**src/rtl/idx_merge_pkg.sv**
```systemverilog
package idx_merge_pkg;
  localparam int unsigned IDXW = 32;

  typedef enum logic [1:0] {
    IW_8   = 2'd0,
    IW_16  = 2'd1,
    IW_32  = 2'd2,
    IW_32B = 2'd3
  } iw_sel_e;

  typedef enum logic {
    MODE_ISECT = 1'b0,
    MODE_UNION = 1'b1
  } merge_mode_e;

  typedef enum logic [1:0] {
    ORD_LT = 2'd0,
    ORD_EQ = 2'd1,
    ORD_GT = 2'd2
  } ord_e;

  // keep only the low bits that the selected width covers
  function automatic logic [IDXW-1:0] trim_idx(input logic [IDXW-1:0] raw,
                                              input iw_sel_e sel);
    unique case (sel)
      IW_8:    return {{(IDXW-8){1'b0}}, raw[7:0]};
      IW_16:   return {{(IDXW-16){1'b0}}, raw[15:0]};
      default: return raw;
    endcase
  endfunction

  function automatic ord_e order_of(input logic [IDXW-1:0] x,
                                    input logic [IDXW-1:0] y);
    if (x == y) return ORD_EQ;
    if (x < y)  return ORD_LT;
    return ORD_GT;
  endfunction
endpackage

```
**src/rtl/idx_merge_lane.sv**
```systemverilog
module idx_merge_lane
  import idx_merge_pkg::*;
(
  input  logic            clk,
  input  logic            rst_n,
  input  iw_sel_e         sel,
  input  logic [IDXW-1:0] raw_idx,
  input  logic            last,
  input  logic            pop,
  input  logic            clr,
  output logic [IDXW-1:0] m_idx,
  output logic            done
);
  logic            have_prev;
  logic [IDXW-1:0] prev_idx;

  assign m_idx = trim_idx(raw_idx, sel);

  always_ff @(posedge clk) begin
    if (!rst_n) begin
      done      <= 1'b0;
      have_prev <= 1'b0;
      prev_idx  <= '0;
    end else begin
      if (pop) begin
        prev_idx  <= m_idx;
        have_prev <= !last;
      end
      if (pop && last) done <= 1'b1;
      else if (clr)    done <= 1'b0;
    end
  end

  // a lane's trimmed indices rise strictly inside one session
  a_r2_lane_ascending: assert property (@(posedge clk) disable iff (!rst_n)
    (pop && have_prev) |-> (m_idx > prev_idx));

  // a finished lane is not consumed again before the session closes
  a_r4_no_pop_after_last: assert property (@(posedge clk) disable iff (!rst_n)
    (done && !clr) |=> !pop);
endmodule

```
**src/rtl/idx_merge_pick.sv**
```systemverilog
module idx_merge_pick
  import idx_merge_pkg::*;
(
  input  merge_mode_e     mode,
  input  logic [1:0]      vld,
  input  logic [1:0]      done,
  input  logic [IDXW-1:0] idx_a,
  input  logic [IDXW-1:0] idx_b,
  input  logic            slot,
  output logic [1:0]      pop,
  output logic [1:0]      take,
  output logic            load,
  output logic            end_beat,
  output logic            discard,
  output logic [IDXW-1:0] out_idx
);
  always_comb begin
    pop      = 2'b00;
    take     = 2'b00;
    load     = 1'b0;
    end_beat = 1'b0;
    out_idx  = '0;
    if (done[0] && done[1]) begin
      load     = slot;
      end_beat = slot;
    end else if (done[0]) begin
      if (vld[1]) begin
        if (mode == MODE_ISECT) pop[1] = 1'b1;
        else if (slot) begin
          pop[1] = 1'b1; take[1] = 1'b1; load = 1'b1; out_idx = idx_b;
        end
      end
    end else if (done[1]) begin
      if (vld[0]) begin
        if (mode == MODE_ISECT) pop[0] = 1'b1;
        else if (slot) begin
          pop[0] = 1'b1; take[0] = 1'b1; load = 1'b1; out_idx = idx_a;
        end
      end
    end else if (vld[0] && vld[1]) begin
      unique case (order_of(idx_a, idx_b))
        ORD_EQ: if (slot) begin
          pop = 2'b11; take = 2'b11; load = 1'b1; out_idx = idx_a;
        end
        ORD_LT: begin
          if (mode == MODE_ISECT) pop[0] = 1'b1;
          else if (slot) begin
            pop[0] = 1'b1; take[0] = 1'b1; load = 1'b1; out_idx = idx_a;
          end
        end
        default: begin
          if (mode == MODE_ISECT) pop[1] = 1'b1;
          else if (slot) begin
            pop[1] = 1'b1; take[1] = 1'b1; load = 1'b1; out_idx = idx_b;
          end
        end
      endcase
    end
  end

  assign discard = (|pop) && !load;
endmodule

```
**src/rtl/idx_merge_obuf.sv**
```systemverilog
module idx_merge_obuf #(
  parameter int unsigned VAL_W = 16,
  parameter int unsigned IDX_W = 32,
  parameter bit          HAS_X = 1'b1
) (
  input  logic             clk,
  input  logic             rst_n,
  input  logic             load,
  input  logic [VAL_W-1:0] ld_va,
  input  logic [VAL_W-1:0] ld_vb,
  input  logic [IDX_W-1:0] ld_idx,
  input  logic             ld_end,
  input  logic             ld_x,
  input  logic             p_ready,
  input  logic             x_ready,
  output logic             slot,
  output logic             p_valid,
  output logic [VAL_W-1:0] p_va,
  output logic [VAL_W-1:0] p_vb,
  output logic             p_end,
  output logic             x_valid,
  output logic [IDX_W-1:0] x_idx,
  output logic             x_end
);
  logic             pend_p, pend_x, end_r;
  logic [VAL_W-1:0] va_r, vb_r;

  assign slot    = (!pend_p || p_ready) && (!pend_x || x_ready);
  assign p_valid = pend_p;
  assign p_va    = va_r;
  assign p_vb    = vb_r;
  assign p_end   = end_r;

  always_ff @(posedge clk) begin
    if (!rst_n) begin
      pend_p <= 1'b0;
      va_r   <= '0;
      vb_r   <= '0;
      end_r  <= 1'b0;
    end else if (load) begin
      pend_p <= 1'b1;
      va_r   <= ld_va;
      vb_r   <= ld_vb;
      end_r  <= ld_end;
    end else if (p_ready) begin
      pend_p <= 1'b0;
    end
  end

  generate
    if (HAS_X) begin : g_xout
      logic [IDX_W-1:0] idx_r;
      always_ff @(posedge clk) begin
        if (!rst_n) begin
          pend_x <= 1'b0;
          idx_r  <= '0;
        end else if (load) begin
          pend_x <= ld_x;
          idx_r  <= ld_idx;
        end else if (x_ready) begin
          pend_x <= 1'b0;
        end
      end
      assign x_idx = idx_r;
    end else begin : g_noxout
      assign pend_x = 1'b0;
      assign x_idx  = '0;
    end
  endgenerate

  assign x_valid = pend_x;
  assign x_end   = end_r;

  // a stalled pair beat keeps its contents
  a_r8_hold_pair: assert property (@(posedge clk) disable iff (!rst_n)
    (pend_p && !p_ready) |=> (pend_p && $stable(va_r) && $stable(vb_r) && $stable(end_r)));

  // a new beat is never written over an unaccepted one
  a_r8_no_overwrite: assert property (@(posedge clk) disable iff (!rst_n)
    load |-> ((!pend_p || p_ready) && (!pend_x || x_ready)));

  // end beats carry zero values
  a_r6_end_clean: assert property (@(posedge clk) disable iff (!rst_n)
    (pend_p && end_r) |-> (va_r == '0 && vb_r == '0));
endmodule

```
**src/rtl/idx_merge_unit.sv**
```systemverilog
module idx_merge_unit
  import idx_merge_pkg::*;
#(
  parameter int unsigned VAL_W = 16,
  parameter bit          HAS_X = 1'b1
) (
  input  logic             clk,
  input  logic             rst_n,
  input  logic             cfg_mode,
  input  logic [1:0]       cfg_iw,
  input  logic             cfg_emit,
  input  logic             a_valid,
  output logic             a_ready,
  input  logic [31:0]      a_idx,
  input  logic [VAL_W-1:0] a_val,
  input  logic             a_last,
  input  logic             b_valid,
  output logic             b_ready,
  input  logic [31:0]      b_idx,
  input  logic [VAL_W-1:0] b_val,
  input  logic             b_last,
  output logic             p_valid,
  input  logic             p_ready,
  output logic [VAL_W-1:0] p_va,
  output logic [VAL_W-1:0] p_vb,
  output logic             p_end,
  output logic             x_valid,
  input  logic             x_ready,
  output logic [31:0]      x_idx,
  output logic             x_end
);
  localparam int unsigned NLANE = 2;

  merge_mode_e     mode;
  iw_sel_e         iw;
  logic [NLANE-1:0] lv, ll, ldone, lpop, ltake;
  logic [IDXW-1:0] lraw [NLANE];
  logic [IDXW-1:0] lm   [NLANE];
  logic            slot, load, end_beat, discard, clr;
  logic [IDXW-1:0] sel_idx;
  logic [VAL_W-1:0] ld_va, ld_vb;

  assign mode    = merge_mode_e'(cfg_mode);
  assign iw      = iw_sel_e'(cfg_iw);
  assign lv      = {b_valid, a_valid};
  assign ll      = {b_last, a_last};
  assign lraw[0] = a_idx;
  assign lraw[1] = b_idx;
  assign clr     = load && end_beat;

  generate
    for (genvar g = 0; g < NLANE; g++) begin : g_lane
      idx_merge_lane u_lane (
        .clk     (clk),
        .rst_n   (rst_n),
        .sel     (iw),
        .raw_idx (lraw[g]),
        .last    (ll[g]),
        .pop     (lpop[g]),
        .clr     (clr),
        .m_idx   (lm[g]),
        .done    (ldone[g])
      );
    end
  endgenerate

  idx_merge_pick u_pick (
    .mode     (mode),
    .vld      (lv),
    .done     (ldone),
    .idx_a    (lm[0]),
    .idx_b    (lm[1]),
    .slot     (slot),
    .pop      (lpop),
    .take     (ltake),
    .load     (load),
    .end_beat (end_beat),
    .discard  (discard),
    .out_idx  (sel_idx)
  );

  assign a_ready = lpop[0];
  assign b_ready = lpop[1];
  assign ld_va   = ltake[0] ? a_val : '0;
  assign ld_vb   = ltake[1] ? b_val : '0;

  idx_merge_obuf #(.VAL_W(VAL_W), .IDX_W(IDXW), .HAS_X(HAS_X)) u_obuf (
    .clk     (clk),
    .rst_n   (rst_n),
    .load    (load),
    .ld_va   (ld_va),
    .ld_vb   (ld_vb),
    .ld_idx  (sel_idx),
    .ld_end  (end_beat),
    .ld_x    (cfg_emit),
    .p_ready (p_ready),
    .x_ready (x_ready),
    .slot    (slot),
    .p_valid (p_valid),
    .p_va    (p_va),
    .p_vb    (p_vb),
    .p_end   (p_end),
    .x_valid (x_valid),
    .x_idx   (x_idx),
    .x_end   (x_end)
  );

  // an intersection beat only comes from two equal heads
  a_r2_match_only: assert property (@(posedge clk) disable iff (!rst_n)
    (mode == MODE_ISECT && load && !end_beat) |-> (lm[0] == lm[1] && lpop == 2'b11));

  // union mode consumes nothing without producing a beat
  a_r3_no_discard: assert property (@(posedge clk) disable iff (!rst_n)
    (mode == MODE_UNION) |-> !discard);

  // a one-sided union beat takes the smaller live head
  a_r3_smaller_first: assert property (@(posedge clk) disable iff (!rst_n)
    (mode == MODE_UNION && load && ltake == 2'b01 && !ldone[1]) |-> (lm[0] < lm[1]));

  // the index stream stays quiet while it is disabled
  a_r7_x_quiet: assert property (@(posedge clk) disable iff (!rst_n)
    (!cfg_emit && !x_valid) |=> !x_valid);

  // a lane is never accepted without a valid element
  a_r9_ready_needs_valid: assert property (@(posedge clk) disable iff (!rst_n)
    ((a_ready -> a_valid) && (b_ready -> b_valid)));
endmodule

```
**config.mk**
```make
export PLATFORM = sky130hd
export DESIGN_NAME = idx_merge_unit
export DESIGN_NICKNAME = d
export VERILOG_FILES = /design/src/rtl/idx_merge_pkg.sv /design/src/rtl/idx_merge_lane.sv /design/src/rtl/idx_merge_pick.sv /design/src/rtl/idx_merge_obuf.sv /design/src/rtl/idx_merge_unit.sv
export SDC_FILE = /design/constraint.sdc
export NUM_CORES = 1
export LEC_CHECK = 0
export BUFFER_PORTS_ARGS = -buffer_cell sky130_fd_sc_hd__buf_4
export CAP_MARGIN = 0
export CORE_ASPECT_RATIO = 0.9
export CORE_MARGIN = 2
export CORE_UTILIZATION = 49
export DETAILED_ROUTE_END_ITERATION = 6
export GPL_ROUTABILITY_DRIVEN = 0
export GPL_TIMING_DRIVEN = 1
export MAX_ROUTING_LAYER = met4
export PLACE_DENSITY_LB_ADDON = 0.12
export SYNTH_ARGS = -nofsm -noshare
export SYNTH_HDL_FRONTEND = slang
export SYNTH_SLANG_ARGS = --single-unit
```
**constraint.sdc**
```tcl
create_clock -name clk -period 3.8 [get_ports clk]
set_input_delay 0.57 -clock clk [delete_from_list [all_inputs] [get_ports clk]]
set_output_delay 0.57 -clock clk [all_outputs]
set_load 0.005 [all_outputs]
```
Yosys cells after proc, flatten, opt, wreduce, memory -nomap -nowiden

Index checks and enable logic that the tools add are counted.
W data, S select, Z words.

Register bits: 69
Input port bits: 108
Output and inout port bits: 70
Word-level logic and storage cells: 99

Order comparisons: 1
Eq/ne operators: 3
Mux-type cells: 71
Reduce and logical (&&, ||, !) cells: 16

Operators by type and width:

| operator             | number |
|---|---|
| $mux W32             | 10 |
| $pmux W32 S2         | 3 |
| $mux W1              | 39 |
| $eq A32 B32 Y1       | 1 |
| $lt A32 B32 Y1       | 1 |
| $mux W16             | 2 |
| $mux W2              | 13 |
| $pmux W1 S2          | 4 |
| $reduce_bool A2 Y1   | 4 |
| $logic_and A1 B1 Y1  | 6 |
| $eq A2 B1 Y1 const B | 2 |
| $logic_not A2 Y1     | 2 |
| $logic_not A1 Y1     | 2 |
| $logic_or A1 B1 Y1   | 2 |

Logic depth before layout (Yosys ltp)

Gate-level depths: netlist (run 1).

Word-level depth: 28
Mapped depth: 14

By module

Synthesis (run 1) repeated with hierarchy kept, for this count alone.

Cell total of the unflattened synthesis: 592
Area, all modules: 5192.5 um^2

Modules (own cells, without submodules):

| module         | instances | cells an instance | area an instance (um^2) | sequential area each (um^2) |
|---|---|---|---|---|
| idx_merge_obuf | 1         | 219               | 2566.2                  | 1341.3 |
| idx_merge_pick | 1         | 262               | 1794.2                  | 0.0 |
| idx_merge_lane | 2         | 38                | 285.3                   | 20.0 |
| idx_merge_unit | 1         | 35                | 261.5                   | 0.0 |

Worst setup path after synthesis (run 1)

OpenSTA, ideal clock, no wires.

Path type: input to register
From: input port cfg_iw[1]
To: register u_obuf.g_xout.idx_r[13] (netlist: u_obuf.x_idx[13])
Data arrival time: 3314 ps
Required time: 3683 ps
Setup slack: 368 ps
Stages on the path: 13
Path buffers: 3
Cell sequence: or2_2 -> clkbuf_1 -> clkbuf_1 -> and2_1 -> ha_1 -> nand4_1 -> or2_4 -> a211oi_4 -> o41a_4 -> o31ai_4 -> buf_6 -> a221o_1 -> a32o_1

Word-level cells in the longest chain between the ends: 21

Ends and longest elaborated chain:

| element                                          | line                 | source |
|---|---|---|
| from (decl)                                      | idx_merge_unit.sv:10 | `input logic [1:0] cfg_iw,` |
| $eq A2 B1 Y1 or $logic_not A2 Y1 (tied branches) | idx_merge_pkg.sv:25  | `unique case (sel)` |
| $pmux W32 S2                                     | idx_merge_pkg.sv:25  |  |
| $lt A32 B32 Y1                                   | idx_merge_pkg.sv:35  | `if (x < y) return ORD_LT;` |
| $mux W1 (2 in a row)                             | idx_merge_pkg.sv:35  |  |
| $mux W1                                          | idx_merge_pick.sv:40 | `end else if (vld[0] && vld[1]) begin` |
| $mux W1                                          | idx_merge_pick.sv:33 | `end else if (done[1]) begin` |
| $mux W1                                          | idx_merge_pick.sv:26 | `end else if (done[0]) begin` |
| $mux W1                                          | idx_merge_pick.sv:23 | `if (done[0] && done[1]) begin` |
| (+4 left out)                                    | -                    |  |
| $mux W2                                          | idx_merge_pick.sv:26 |  |
| $mux W2                                          | idx_merge_pick.sv:23 |  |
| $eq A2 B1 Y1 or $logic_not A2 Y1 (tied branches) | idx_merge_pick.sv:41 | `unique case (order_of(idx_a, idx_b))` |
| $pmux W32 S2 or $mux W1 (tied branches)          | -                    |  |
| $mux W32 or $mux W1 (tied branches)              | idx_merge_pick.sv:40 |  |
| $mux W32 or $mux W1 (tied branches)              | idx_merge_pick.sv:33 |  |
| $mux W32 or $mux W1 (tied branches)              | idx_merge_pick.sv:26 |  |
| $mux W32 or $mux W1 (tied branches)              | idx_merge_pick.sv:23 |  |
| to (signal assigned)                             | idx_merge_obuf.sv:59 | `idx_r <= ld_idx;` |
| to (decl)                                        | idx_merge_obuf.sv:52 | `logic [IDX_W-1:0] idx_r;` |

Several ways; a longest one is shown, not always the timed one. The select of a mux whose other input is x is not followed.
A chain may end at the register's enable or synchronous reset.

Worst setup path in the final report (run 1)

From: input port cfg_iw[1]
To: output port a_ready

Word-level cells in the longest chain between the ends: 21

Ends and longest elaborated chain:

| element                                          | line                 | source |
|---|---|---|
| $eq A2 B1 Y1 or $logic_not A2 Y1 (tied branches) | idx_merge_pkg.sv:25  |  |
| $pmux W32 S2                                     | idx_merge_pkg.sv:25  |  |
| $lt A32 B32 Y1                                   | idx_merge_pkg.sv:35  |  |
| $mux W1 (2 in a row)                             | idx_merge_pkg.sv:35  |  |
| $mux W1                                          | idx_merge_pick.sv:40 |  |
| $mux W1                                          | idx_merge_pick.sv:33 |  |
| $mux W1                                          | idx_merge_pick.sv:26 |  |
| $mux W1                                          | idx_merge_pick.sv:23 |  |
| (+4 left out)                                    | -                    |  |
| $mux W2 (*)                                      | idx_merge_pick.sv:26 |  |
| $mux W2 (*)                                      | idx_merge_pick.sv:23 |  |
| $eq A2 B1 Y1 or $logic_not A2 Y1 (tied branches) | idx_merge_pick.sv:41 |  |
| $pmux W1 S2 (*)                                  | idx_merge_pick.sv:41 |  |
| $mux W2 (*)                                      | idx_merge_pick.sv:40 |  |
| $mux W1 (*)                                      | idx_merge_pick.sv:33 |  |
| $mux W1 (*)                                      | idx_merge_pick.sv:26 |  |
| $mux W2 (*)                                      | idx_merge_pick.sv:23 |  |
| to (decl)                                        | idx_merge_unit.sv:13 | `output logic a_ready,` |

Every way passes the cells marked *; elsewhere a longest branch is shown, timed or not. The select of a mux whose other input is x is not followed.

==> run summary, run 1 <==
Status - finished, final reports clean
I/O pins - 178
Crit path capture type - output pin
YS warnings - 0
Post-synth top flop - dfxtp_1
Clock skew - 0.00606 ns
Async SR Flop Fraction - 0
Hold buffers post-CTS - 0
Highest-count cells in the layout ignoring fill and taps - buf_4 (191), nand2_1 (69), dfxtp_1 (69)
Full die area - 9570 µm²
Post-route minimum period - 3.60 ns
GRT Total Usage - 0.279
First-pass DRT Iterations - 5
Fin util - 0.692
Multi-input gate area - 2690 µm²
H-tree depth - 3
Final instance area - 5930 µm²
Total Power - 0.00173 W
Fill count - 729
Max-slew headroom - 0.520
Final Cycle Share - 0.949
Worst-Margin Slew - 0.719 ns
FP Rows - 32
Area Growth Syn to Fin - 37.4%
Initial Utilization - 0.504
Max Used Layer - met4
IO buf count - 177
Setup TNS - 0 ns
Fmax - 0.277 GHz
WP data required - 3.23 ns
CP Data Arrival Time - 3.03 ns
Worst-path clk slew - 0.08 ns
Avg Vias per Cell - 5.80
Final wirelength - 13.3 mm
Mapped Nets - 637
Routed Antenna Nets - 0
Final #Nets - 803
Later-pin clock latency in the skew report - 0.35 ns
Hold Crit Class - in -> reg
Synth top area share - 0.320
Post-synthesis sequential area ratio - 0.320
Leading cell type in the layout, fill and taps excluded - buf_4
Final Max Slew Viols - 0
Power Density - 293 nW/µm²
WL/cell - 16.9 µm
Clock Tree Buf Depth - 2
Via count - 4,562
CTS buffer count - 9
Mapped Cells - 497
Die Y - 93.0 µm
First-pass GRT wire length - 20.7 mm
Max VDD drop - 0.208 mV
CTS sink cnt - 69
Synth top area cells - dfxtp_1 (32%), ha_1 (9.3%), a22o_1 (6.5%)
Initial antenna violation count - 0
Final Hold Vio Count - 0
Critical Path Start Type - input port
Largest net degree at the start of global routing - 56
Final setup fails - 0
Max FO, Critical Path - 16
Synthesized area - 4320 µm²
Layout cells sized above 1 - 0.340
CTS tree - built
RSZ-0062 raised after global routing - false
Syn_area_per_cell - 8.68 µm²
Max Cap Violations - 0
Final HPWL DP - 9.69 mm
DRC Markers - 0
Met3 wire len - 1.05 mm
P_leak - 2.60 nW
CTS root buf - clkbuf_8
Post-synth EDFFs - 0
N_diodes - 0
Total grt overflow - 0
Critical path class - in -> out
Die X - 103 µm
Core ar. - 8570 µm²
DR iter-0 viols - 317
Reg area - 1380 µm²
Post-synth top area cell - dfxtp_1
Post-Route M1 WL - 5.77 mm
Min Hold Slack - 0.426 ns
Yosys reg bits - 69
Met2 Wirelength - 6.22 mm
Post-place instance area - 5740 µm²
Unique masters post-synth - 53
Number of global-route vias before repair - 4,236
[registers in the layout, summed over array words and instances, names as in the netlist]
| signal | flops |
|---|---|
| u_obuf.p_valid | 1 |
| g_lane.u_lane.done | 2 |
| u_obuf.x_idx | 32 |
| u_obuf.x_valid | 1 |
| u_obuf.p_va | 16 |
| u_obuf.p_vb | 16 |
| u_obuf.p_end | 1 |
[timing repair]
item	4_1_cts	5_1_grt
endpoints found under the hold margin	0	0
setup buffers	0	0
setup endpoints to repair	0	1
resized for setup	0	1
[worst max-delay path: stages]
cell and delay, ns:
buf_4 0.11, or2_2 0.40, and2_1 0.21, ha_1 0.36, nand4_4 0.15, or2_4 0.30
a211oi_4 0.25, o31ai_4 0.12, a21oi_1 0.17, nor2b_1 0.08, o21a_1 0.17, buf_4 0.13
[power by group]
| part | internal [W] | switching, W |
|---|---|---|
| registers | 0.000734 | 0.0000104 |
| clock network | 0.000299 | 0.000300 |
| logic | 0.000186 | 0.000204 |
| total | 0.00122 | 0.000515 |
[metrics by stage]
stage,instances,setup slack [ns]
finish,786,0.195
global route,786,0.0326
CTS,786,0.187
detailed placement,771,0.118
global placement,771,0.251
floorplan,497,0.368
[worst paths after layout]
check,startpoint,end,slack (ns),depth (start not counted)
worst max-delay path,cfg_iw[1],a_ready,0.20,12
worst min-delay path,b_val[5],u_obuf.p_vb[5]$_SDFFE_PN0N_,0.43,2
worst max register to register,g_lane[0].u_lane.done$_SDFFE_PN0P_,u_obuf.p_vb[8]$_SDFFE_PN0N_,1.19,7
worst min register to register,u_obuf.x_idx[13]$_SDFFE_PN0N_,u_obuf.x_idx[13]$_SDFFE_PN0N_,0.47,1
[synth_stat cells (all sizes together) (2+ instances only)]
library cell,instances
a21boi,2
nor3,4
a32o,9
inv,17
and2,33
nand4,19
ha,32
buf,14
nand2b,5
dfxtp,69
a22o,32
a32oi,4
or2,3
nor2b,4
a221oi,8
a221o,10
o2bb2ai,2
a21oi,23
o311a,2
nand3,6
nor4,4
clkbuf,23
a31oi,9
o21ai,36
nor2,10
o21a,4
o211ai,28
and3,3
nand2,69
o31ai,3
[layer usage]
metal  track usage  vias to the layer above
met4        0.0746                        0
met5             -                        -
met2         0.440                      204
li1              -                     2216
met1         0.356                     2114
met3        0.0710                       28
[area by class of cell]
cell class | count | share of cell area
Multi-Input combinational cell | 374 | 0.454
Timing Repair Buffer | 192 | 0.245
Sequential cell | 69 | 0.233
Tap cell | 119 | 0.0251
Clock buffer | 9 | 0.0209
Clock inverter | 6 | 0.0108
Inverter | 17 | 0.0108
[logic make-up (layout without fill, tap and decap cells)]
logic type,after synthesis,in the layout,share of synthesized area
compound gates,182,182,0.332
fa+ha+maj,32,32,0.0928
buf+inv,54,224,0.0562
flops,69,69,0.320
simple gates,160,160,0.199
No activity file was read; power rests on OpenSTA's default activity.
==> inputs of run 2 (changes only) <==
BUFFER_PORTS_ARGS = -buffer_cell sky130_fd_sc_hd__buf_2   (was -buffer_cell sky130_fd_sc_hd__buf_4)
SKIP_CTS_REPAIR_TIMING = 1   (was not set)
==> run summary, run 2 (synthesis gave the netlist of run 1 again) <==
Status - finished, final reports clean
P_sw - 0.000529 W
Full die area - 9570 µm²
Highest-count cells in the layout ignoring fill and taps - buf_2 (177), nand2_1 (69), dfxtp_1 (69)
Final Max Slew Viols - 0
CP max stage delay - 0.41 ns
First-pass DRT Iterations - 4
Fin util - 0.647
Total grt overflow - 0
Cell Count Post-Placement - 772
Hold Crit Class - in -> reg
CP Data Arrival Time - 3.01 ns
I/O pins - 178
Layout cells sized above 1 - 0.344
Max Cap Violations - 0
Largest net degree at the start of global routing - 56
Worst-Margin Slew - 0.722 ns
Worst-path clk slew - 0.08 ns
CTS tree - built
Sw Share - 0.293
Final Hold Vio Count - 0
Fmax - 0.279 GHz
Clock Tree Buf Depth - 2
Largest register FFs - 32
H-tree depth - 3
Internal power - 0.00128 W
CTS root buf - clkbuf_8
Cell Chain, Critical Path - buf_2 -> or2_2 -> and2_1 -> ha_1 -> nand4_4 -> or2_4 -> a211oi_4 -> o31ai_4 -> a21oi_1 -> nor2b_1 -> o21a_1 -> buf_2
Crit path capture type - output pin
Met1 GRT Util - 0.355
DR iter-0 viols - 294
Grt met2 use - 0.437
Post-Layout Cell Count - 788
Hold_sp - b_val[5]
Setup TNS - 0 ns
First-pass GRT wire length - 20.3 mm
IO buf count - 177
Die Y - 93.0 µm
Clock skew - 0.00896 ns
Number of global-route vias before repair - 4,171
R2R Path Start - g_lane[0].u_lane.done$_SDFFE_PN0P_
CTS sink cnt - 69
Initial Utilization - 0.504
Routed Antenna Nets - 0
Clk pwr share - 0.393
N_diodes - 0
CTS buffer count - 9
Critical path class - in -> out
Area Growth Syn to Fin - 28.4%
Gr busiest metal - met2
Final HPWL DP - 9.44 mm
Flop pwr share - 0.411
WL/cell - 16.3 µm
Via count - 4,502
Total Power - 0.00181 W
Final Cycle Share - 0.943
CP dominant cell by count - buf_2
Later-pin clock latency in the skew report - 0.35 ns
Leading cell type in the layout, fill and taps excluded - buf_2
Final setup fails - 0
Initial antenna violation count - 0
Core ar. - 8570 µm²
Max FO, Critical Path - 16
Critical Path Start Type - input port
Max-slew headroom - 0.515
Min Hold Slack - 0.431 ns
DRC Markers - 0
Max VDD drop - 0.175 mV
Final #Nets - 804
Die X - 103 µm
FP Rows - 32
GRT Total Usage - 0.272
P_leak - 2.55 nW
Setup crit start - cfg_iw[1]
RSZ-0062 raised after global routing - false
Met3 GRT Util - 0.0531
Avg Vias per Cell - 5.71
Power Density - 326 nW/µm²
WP data required - 3.23 ns
Share of power burned in combinational logic - 0.196
Crit-path slowest cell - or2_2
Post-route minimum period - 3.58 ns
Final wirelength - 12.9 mm
==> run 2: final timing paths <==
| check | slack (ns) | depth (start not counted) | endpoint |
|---|---|---|---|
| max | 0.22 | 12 | a_ready |
| min | 0.43 | 2 | u_obuf.p_vb[5]$_SDFFE_PN0N_ |
| max reg2reg | 1.35 | 9 | u_obuf.x_idx[19]$_SDFFE_PN0N_ |
| min reg2reg | 0.47 | 1 | u_obuf.x_idx[13]$_SDFFE_PN0N_ |
==> run 2: power groups by stage <==
stage	Clock [W]	Combinational (W)	Sequential [W]
floorplan	0	0.000220	0.000758
global placement	0	0.000341	0.000759
detailed placement	0	0.000349	0.000760
CTS	0.000726	0.000352	0.000743
global route	0.000760	0.000392	0.000745
finish	0.000709	0.000353	0.000742
==> run 2: layout make-up <==
class | instances | area [µm²]
inverter | 17 | 63.8
clock buffer | 10 | 138
multi-input combinational | 374 | 2700
clock inverter | 6 | 93.8
timing repair buffer | 193 | 1020
fill | 806 | 3030
tap | 119 | 149
sequential | 69 | 1380
==> run 2: per-layer routing <==
metal / vias to the layer above / part of all wire
li1: 2218 / -
met1: 2085 / 0.43
met3: 14 / 0.086
met5: - / 0
met4: 0 / 0.0072
met2: 185 / 0.48
==> run 2: worst max-delay path, delay by kind of cell <==
| family | cells | cell delay [ns] |
|---|---|---|
| AO/OA/AOI/OAI | 4 | 0.70 |
| AND/OR/NAND/NOR | 5 | 1.16 |
| buffers and inverters | 2 | 0.22 |
| adder cells (fa/ha/maj) | 1 | 0.36 |
==> run 2: metrics by stage <==
step / cell area (µm²) / setup slack (ns)
floorplan: 4320 / 0.368
global placement: 5310 / 0.244
detailed placement: 5310 / 0.132
CTS: 5540 / 0.196
global route: 5540 / 0.0723
finish: 5540 / 0.216
